<file path="src/rtl/dbp_stage23.sv">
// Stage that divides by two or three input clocks per cycle.
module dbp_stage23 (
   input  logic clk,
   input  logic rst,
   input  logic div2,       // 1: two-clock cycle, 0: three-clock cycle
   output logic cyc_end     // last input clock of the current stage cycle
);
   logic [1:0] ph;

   assign cyc_end = div2 ? (ph == 2'd1) : (ph == 2'd2);

   always_ff @(posedge clk) begin
      if (rst)          ph <= 2'd0;
      else if (cyc_end) ph <= 2'd0;
      else              ph <= ph + 2'd1;
   end
endmodule

</file>
<file path="src/rtl/dbp_cycle_ctr.sv">
// Counts stage cycles within one output period.
module dbp_cycle_ctr #(
   parameter int CYC_W = 4
) (
   input  logic clk,
   input  logic rst,
   input  logic adv,
   output logic full,       // all bits set: final stage cycle
   output logic upper       // second half of the period
);
   logic [CYC_W-1:0] cnt;

   assign full  = &cnt;
   assign upper = cnt[CYC_W-1];

   always_ff @(posedge clk) begin
      if (rst)      cnt <= '0;
      else if (adv) cnt <= cnt + 1'b1;
   end
endmodule

</file>
<file path="src/rtl/dbp_mode_ctl.sv">
// Captures the settings at each boundary and forms the stage's mode line.
module dbp_mode_ctl (
   input  logic clk,
   input  logic rst,
   input  logic band_sel,
   input  logic mod_sel,
   input  logic boundary,
   input  logic last_cyc,
   output logic band_q,
   output logic mod_q,
   output logic stage_div2
);
   logic ctl;

   always_ff @(posedge clk) begin
      if (rst || boundary) begin
         band_q <= band_sel;
         mod_q  <= mod_sel;
      end
   end

   // The control line falls only in the final cycle, when the modulus is 0.
   assign ctl        = ~(last_cyc & ~mod_q);
   assign stage_div2 = band_q ? ~ctl : ctl;
endmodule

</file>
<file path="src/rtl/dual_band_prescaler.sv">
module dual_band_prescaler #(
   parameter int CYC_W = 4
) (
   input  logic clk,
   input  logic rst,
   input  logic band_sel,
   input  logic mod_sel,
   output logic div_clk,
   output logic tc_pulse
);
   localparam int CYCLES = 1 << CYC_W;

   generate
      if (CYC_W < 2 || CYC_W > 12) begin : g_bad_cyc_w
         $error("dual_band_prescaler: CYC_W out of range");
      end
   endgenerate

   logic stage_div2, cyc_end, last_cyc, upper;
   logic sel_q, mod_q;

   dbp_stage23 u_stage (
      .clk(clk), .rst(rst), .div2(stage_div2), .cyc_end(cyc_end)
   );

   dbp_cycle_ctr #(.CYC_W(CYC_W)) u_cyc (
      .clk(clk), .rst(rst), .adv(cyc_end), .full(last_cyc), .upper(upper)
   );

   dbp_mode_ctl u_mode (
      .clk(clk), .rst(rst), .band_sel(band_sel), .mod_sel(mod_sel),
      .boundary(tc_pulse), .last_cyc(last_cyc),
      .band_q(sel_q), .mod_q(mod_q), .stage_div2(stage_div2)
   );

   assign tc_pulse = last_cyc & cyc_end;
   assign div_clk  = upper;
endmodule

</file>
<file path="config.mk">
export PLATFORM = sky130hd
export DESIGN_NAME = dual_band_prescaler
export DESIGN_NICKNAME = d
export VERILOG_FILES = /design/src/rtl/dbp_stage23.sv /design/src/rtl/dbp_cycle_ctr.sv /design/src/rtl/dbp_mode_ctl.sv /design/src/rtl/dual_band_prescaler.sv
export SDC_FILE = /design/constraint.sdc
export NUM_CORES = 1
export LEC_CHECK = 0
export BUFFER_PORTS_ARGS = -buffer_cell sky130_fd_sc_hd__buf_2
export CORE_AREA = 2 2 39 41
export DETAILED_ROUTE_END_ITERATION = 8
export DIE_AREA = 0 0 41 43
export GPL_TIMING_DRIVEN = 1
export PLACE_DENSITY = 0.55
export SYNTH_ARGS = -nofsm -noshare
export SYNTH_HDL_FRONTEND = slang
export SYNTH_SLANG_ARGS = --single-unit
</file>
<file path="constraint.sdc">
create_clock -name clk -period 2.3 [get_ports clk]
set_clock_uncertainty 0.1 [all_clocks]
set_input_delay 0.115 -clock clk [delete_from_list [all_inputs] [get_ports clk]]
set_output_delay 0.115 -clock clk [all_outputs]
set_load 0.05 [all_outputs]
</file>
==> impl_metrics.toml, run 1 <==
[detailed_routing]
via_per_inst = 4.31
drt_first_iter_violations = 2
drt_pre_antenna_iters = 2
wirelength_um = 569
drc = 0
antenna_left = 0
avgRoutedWirePerCell_um = 9.33
vias = 263

[worst_setup_path]
critPathKind = "flop to primary output"
startpoint_type = "flop"
crit_slowest_cell = "dfxtp_1"
r2r_cells = 6
crit_chain = "ha_1, nand4b_1, xor2_2, mux2i_2, nor2_2, buf_2"
cp-end-kind = "primary output"
required_ns = 2.09
crit_arrival_ns = 1.76
cp_slowest_stage_delay_ns = 0.36
critPathMaxFanout = 3

[cells_and_area]
n_antenna_cell = 0
drive_gt1_frac = 0.333
fin_nets = 51
nFillCells = 145
final_area_um2 = 458
area_delta_synth_final_pct = 28.9

[logic_synthesis]
async_flop_share = 0
yosysSeqAreaShare = 0.507
synth_edf_count = 2
yosys_warnings = 0
ys_ff_latch = 8
synthTopCellsByArea = "dfxtp_1 34%, edfxtp_1 17%, mux2i_1 5.6%"
synth_fp_nets = 38
yosys.cell_count.top_type = "dfxtp_1"
synth_area_um2 = 355
synth_common_cells = "6 x dfxtp_1, 4 x nor2_1"
synth_top_area_frac = 0.338
syn_area_per_cell_um2 = 10.8
yosys.area.top_type = "dfxtp_1"
synthDistinctLibCells = 19
ys.flop_type = "dfxtp_1"
netlist_instances = 33

[clock_network]
htreeDepth = 1
cts_resized = 0
numCtsBuffers = 3
cts_root_buf = "clkbuf_4"
clk_latency_ns = 0.25
cts_tree = "yes"
clk_pin_slew_ns = 0.05
cts.sinks = 8
max-clock-path-buffers = 2

[grt]
grt_pass1_wl_um = 1050
overflow = 0
grt_usage = 0.0890
grt_pass1_vias = 270
grt_start_max_net_pins = 8
grt_antenna_before_repair = 0

[sta]
whs_ns = 0.00986
period_share = 0.858
max_slew_margin = 0.834
drv_slew = 0
min_period_ns = 1.97
setup_tns_ns = 0
rsz0062_at_grt = "false"
timing.final.hold_violations = 0
tightest_slew_ns = 0.251
fmax_ghz = 0.507
setup_viol = 0

[worst_hold_path]
hold_class = "input pin to flop"
hold-path-cell-count = 2

[place]
port_buffers = 5
dp_hpwl_um = 418
gp_congestion = 0.671
placed_cell_area_um2 = 412

[floorplan]
core-area_um2 = 1380
die_y_um = 43
initial_core_util = 0.257
placementRows = 14
die_w_um = 41
dieArea_um2 = 1760
ioPinCount = 6

[power_and_ir_drop]
power_w = 0.000300
power_switching_w = 0.0000658
clkPwrFrac = 0.386
ir_worst_vdd_uv = 252
p_seq_frac = 0.521
sw_frac_of_total = 0.220
power.internal_w = 0.000234
p_leak_nw = 0.188
p_per_area_nw_per_um2 = 655
comb_power_share = 0.094

[status]
status = "completed"

[flow_run]
timing.max_cap.violations = 0
==> kinds of logic (layout without fill, tap and decap cells) <==
kind of cell	Yosys count	after routing	synth area share
flops	8	8	0.507
buf+inv	1	13	0.0106
xor+xnor	2	2	0.0704
simple gates	14	14	0.225
fa+ha+maj	1	1	0.0352
compound gates	4	4	0.0563
mux	3	3	0.0951
==> power groups by stage <==
stage	Clock, W	Combinational, W	Sequential [W]
detailed placement	0	0.0000259	0.000159
global placement	0	0.0000258	0.000159
floorplan	0	0.0000176	0.000158
global route	0.000131	0.0000313	0.000157
finish	0.000116	0.0000280	0.000156
CTS	0.000122	0.0000286	0.000156
==> placed cells by master, fill, tap and decap left out <==
cell type | synthesis | routed
nor2b_1 | 1 | 1
nor2_1 | 4 | 3
nand3_1 | 2 | 2
dlygate4sd3_1 | 0 | 2
dfxtp_2 | 0 | 1
and2b_1 | 1 | 1
ha_1 | 1 | 1
mux2i_2 | 1 | 1
or3_1 | 2 | 2
nand4b_1 | 1 | 1
clkbuf_4 | 0 | 3
xor2_2 | 1 | 1
clkbuf_1 | 0 | 1
a21oi_1 | 2 | 2
inv_1 | 1 | 1
edfxtp_1 | 2 | 2
mux2i_1 | 2 | 2
and2b_2 | 1 | 1
dfxtp_1 | 6 | 5
nor3_1 | 1 | 1
buf_2 | 0 | 5
buf_4 | 0 | 1
o21ai_0 | 2 | 2
or2_2 | 1 | 1
xor2_1 | 1 | 1
nor2_2 | 0 | 1
==> timing repair <==
action	in CTS	in global routing
setup endpoints to repair	0	0
hold buffers	2	0
buffers inserted	0	0
hold endpoints to repair	2	0
==> metal layers <==
layer	up-vias	track usage	wire length (um)
met1	115	0.122	275
met2	5	0.109	246
met5	-	0	0
met4	0	0.0800	15
li1	139	-	-
met3	4	0.0209	32
==> final timing paths <==
kind | from | to | slack [ns]
setup / recovery | u_cyc.cnt[0] | tc_pulse | 0.33
hold / removal | rst | u_cyc.cnt[3] | 0.01
setup reg to reg | u_cyc.cnt[0] | u_mode.band_q | 0.37
hold reg to reg | u_stage.ph[0] | u_stage.ph[0] | 0.33
==> final cells by class <==
class,count,area (um2),share of cell area
clock buffers,4,26.3,0.0574
inverters,1,3.75,0.00820
multi-input cells,24,174,0.380
flip-flops and latches,8,181,0.396
well taps,16,20.0,0.0437
repair buffers,8,52.6,0.115
==> metrics by stage <==
step                      setup slack, ns  utilization  cells
after CTS                           0.289        0.331     61
after global placement              0.346        0.297     55
after global routing                0.191        0.331     61
after floorplan                     0.119            -     33
after detailed placement            0.349        0.297     55
final                               0.326        0.331     61
==> critical path: cells and delay by family, from the launching register on <==
| kind | cells | cell delay (ns) |
|---|---|---|
| DFF | 1 | 0.36 |
| muxes | 1 | 0.28 |
| xor gates and xnor gates | 1 | 0.25 |
| adders and majority gates | 1 | 0.22 |
| buffers and inverters | 1 | 0.21 |
| and+or+nand+nor | 2 | 0.20 |
==> sequential cells by signal (all words and copies together) (netlist names) <==
| name | count |
|---|---|
| u_cyc.cnt | 4 |
| u_mode.mod_q | 1 |
| u_stage.ph | 2 |
| u_mode.band_q | 1 |
Note: power is estimated with default switching activity, not from simulation.
==> inputs of run 2 (changes only) <==
--- a/config.mk
+++ b/config.mk
@@ -5,7 +5,7 @@
 export SDC_FILE = /design/constraint.sdc
 export NUM_CORES = 1
 export LEC_CHECK = 0
-export BUFFER_PORTS_ARGS = -buffer_cell sky130_fd_sc_hd__buf_2
+export BUFFER_PORTS_ARGS = -buffer_cell sky130_fd_sc_hd__buf_4
 export CORE_AREA = 2 2 39 41
 export DETAILED_ROUTE_END_ITERATION = 8
 export DIE_AREA = 0 0 41 43
==> run 2 against run 1 <==
Hold slack gained 0.32 ns. Count of clock-buffer cells in the layout fell by 1. Wire length rose by 12%. Critical path type unchanged. Largest power group unchanged. Highest routed layer is now met3.
==> impl_metrics.toml, run 2 (synthesized netlist as in run 1, its figures left out) <==
[detailed_routing]
wirelength_um = 635
drc = 0
drt_pre_antenna_iters = 2
avgRoutedWirePerCell_um = 10.4
antenna_left = 0
via_per_inst = 4.23
drt_first_iter_violations = 2
vias = 258

[worst_hold_path]
hp-start = "u_stage.ph[0]"
hold_class = "flop to flop"

[worst_setup_path]
crit_slowest_cell = "dfxtp_1"
rr_startpoint = "u_cyc.cnt[0]"
critPathTopFamily = "flip-flops"
critPathMaxFanout = 3
crit_chain = "ha_1, nand4b_1, xor2_2, mux2i_2, nor2_2, buf_4"
required_ns = 2.09
cp-end-kind = "primary output"
startpoint_type = "flop"
cp_slowest_stage_delay_ns = 0.36
crit_arrival_ns = 1.73
timing.critical_path.from = "u_cyc.cnt[0]"
critPathKind = "flop to primary output"
cp_num_buf_inv = 1

[cells_and_area]
reg.largest.list = "u_cyc.cnt: 4 flops, u_stage.ph: 2 flops"
multi_input_area_um2 = 174
n_antenna_cell = 0
register_area_um2 = 181
largest_register = "u_cyc.cnt"
area_delta_synth_final_pct = 34.2
fin_nets = 52
nFillCells = 137
largest_register_ffs = 4
drive_gt1_frac = 0.333
final_cell_mix = "6 x buf_4, 5 x dfxtp_1, 3 x nor2_1, 3 x clkbuf_4, 3 x dlygate4sd3_1"
final_area_um2 = 477
layout_commonest_cell = "buf_4"

[sta]
rsz0062_at_grt = "false"
tightest_slew_ns = 0.199
max_slew_margin = 0.865
min_period_ns = 1.95
whs_ns = 0.328
timing.final.hold_violations = 0
setup_viol = 0
fmax_ghz = 0.513
drv_slew = 0
setup_tns_ns = 0
period_share = 0.847
timing.final.ws_setup_ns = 0.351

[clock_network]
cts.sinks = 8
cts_root_buf = "clkbuf_4"
clk_latency_ns = 0.25
numCtsBuffers = 3
htreeDepth = 1
clk_pin_slew_ns = 0.05
max-clock-path-buffers = 2
cts_tree = "yes"

[power_and_ir_drop]
clkPwrFrac = 0.365
p_seq_frac = 0.528
ir_worst_vdd_uv = 318
power_w = 0.000296
power_switching_w = 0.0000661
power.internal_w = 0.000230
sw_frac_of_total = 0.223
p_leak_nw = 0.194
p_per_area_nw_per_um2 = 621
comb_power_share = 0.107

[place]
port_buffers = 5
gp_congestion = 0.725
dp_hpwl_um = 444
placed_cell_area_um2 = 424
place_ws_ns = 0.360

[floorplan]
die_w_um = 41
core-area_um2 = 1380
die_y_um = 43
ioPinCount = 6
dieArea_um2 = 1760
initial_core_util = 0.257
placementRows = 14

[grt]
grt_antenna_before_repair = 0
grt_pass1_vias = 268
grt_pass1_wl_um = 1120
grt.busiest_layer = "met2"
use_met1 = 0.112
grt_start_max_net_pins = 8
met3_usage = 0.0995
overflow = 0
met2_usage = 0.138
grt_usage = 0.104

[flow_run]
timing.max_cap.violations = 0

[status]
status = "completed"
[run 2: cell count changes in the layout (fill, tap and decap cells not counted), sizes merged]
cell	delta
dlygate4sd3	+1
clkbuf	-1
[run 2: routing by layer]
| metal | wire length (um) | up-vias |
|---|---|---|
| met3 | 48 | 0 |
| met4 | 0 | 0 |
| met1 | 304 | 112 |
| met2 | 283 | 7 |
| met5 | 0 | - |
| li1 | - | 139 |
[run 2: worst paths after layout]
check,to,slack (ns),cells past startpoint
min reg2reg,u_stage.ph[0],0.33,1
max,tc_pulse,0.35,6
min,u_stage.ph[0],0.33,1
max reg2reg,u_mode.mod_q,0.37,6
[run 2: worst reg2reg max path: stages, from the launching register on]
cell and delay, ns:
dfxtp_1 0.36, ha_1 0.21, nand4b_1 0.15, xor2_2 0.24
mux2i_2 0.28, nor2_2 0.06, or2_2 0.30
[run 2: power by group through the flow]
| stage | logic (W) | clock network, W | registers [W] |
|---|---|---|---|
| 6_report | 0.0000317 | 0.000108 | 0.000156 |
| 2_1_floorplan | 0.0000176 | 0 | 0.000158 |
| 5_1_grt | 0.0000359 | 0.000119 | 0.000157 |
| 4_1_cts | 0.0000320 | 0.000112 | 0.000156 |
| 3_3_place_gp | 0.0000274 | 0 | 0.000159 |
| 3_5_place_dp | 0.0000278 | 0 | 0.000159 |
[run 2: through the flow]
stage                     utilization  instances
after global placement          0.307         55
after detailed placement        0.307         55
final                           0.344         61
after global routing            0.344         61
after CTS                       0.344         61
after floorplan                     -         33
[run 2: cell type report]
type / instances / share of cell area
multi-input combinational: 24 / 0.365
tap: 16 / 0.0420
clock buffer: 3 / 0.0472
inverter: 1 / 0.00787
sequential: 8 / 0.381
timing repair buffer: 9 / 0.157
[run 2: what timing repair did]
| action | 4_1_cts | 5_1_grt |
|---|---|---|
| endpoints found under the setup margin | 0 | 0 |
| resized for setup | 0 | 0 |
| hold endpoints to repair | 8 | 0 |
| hold buffers | 3 | 0 |
| buffers inserted | 0 | 0 |
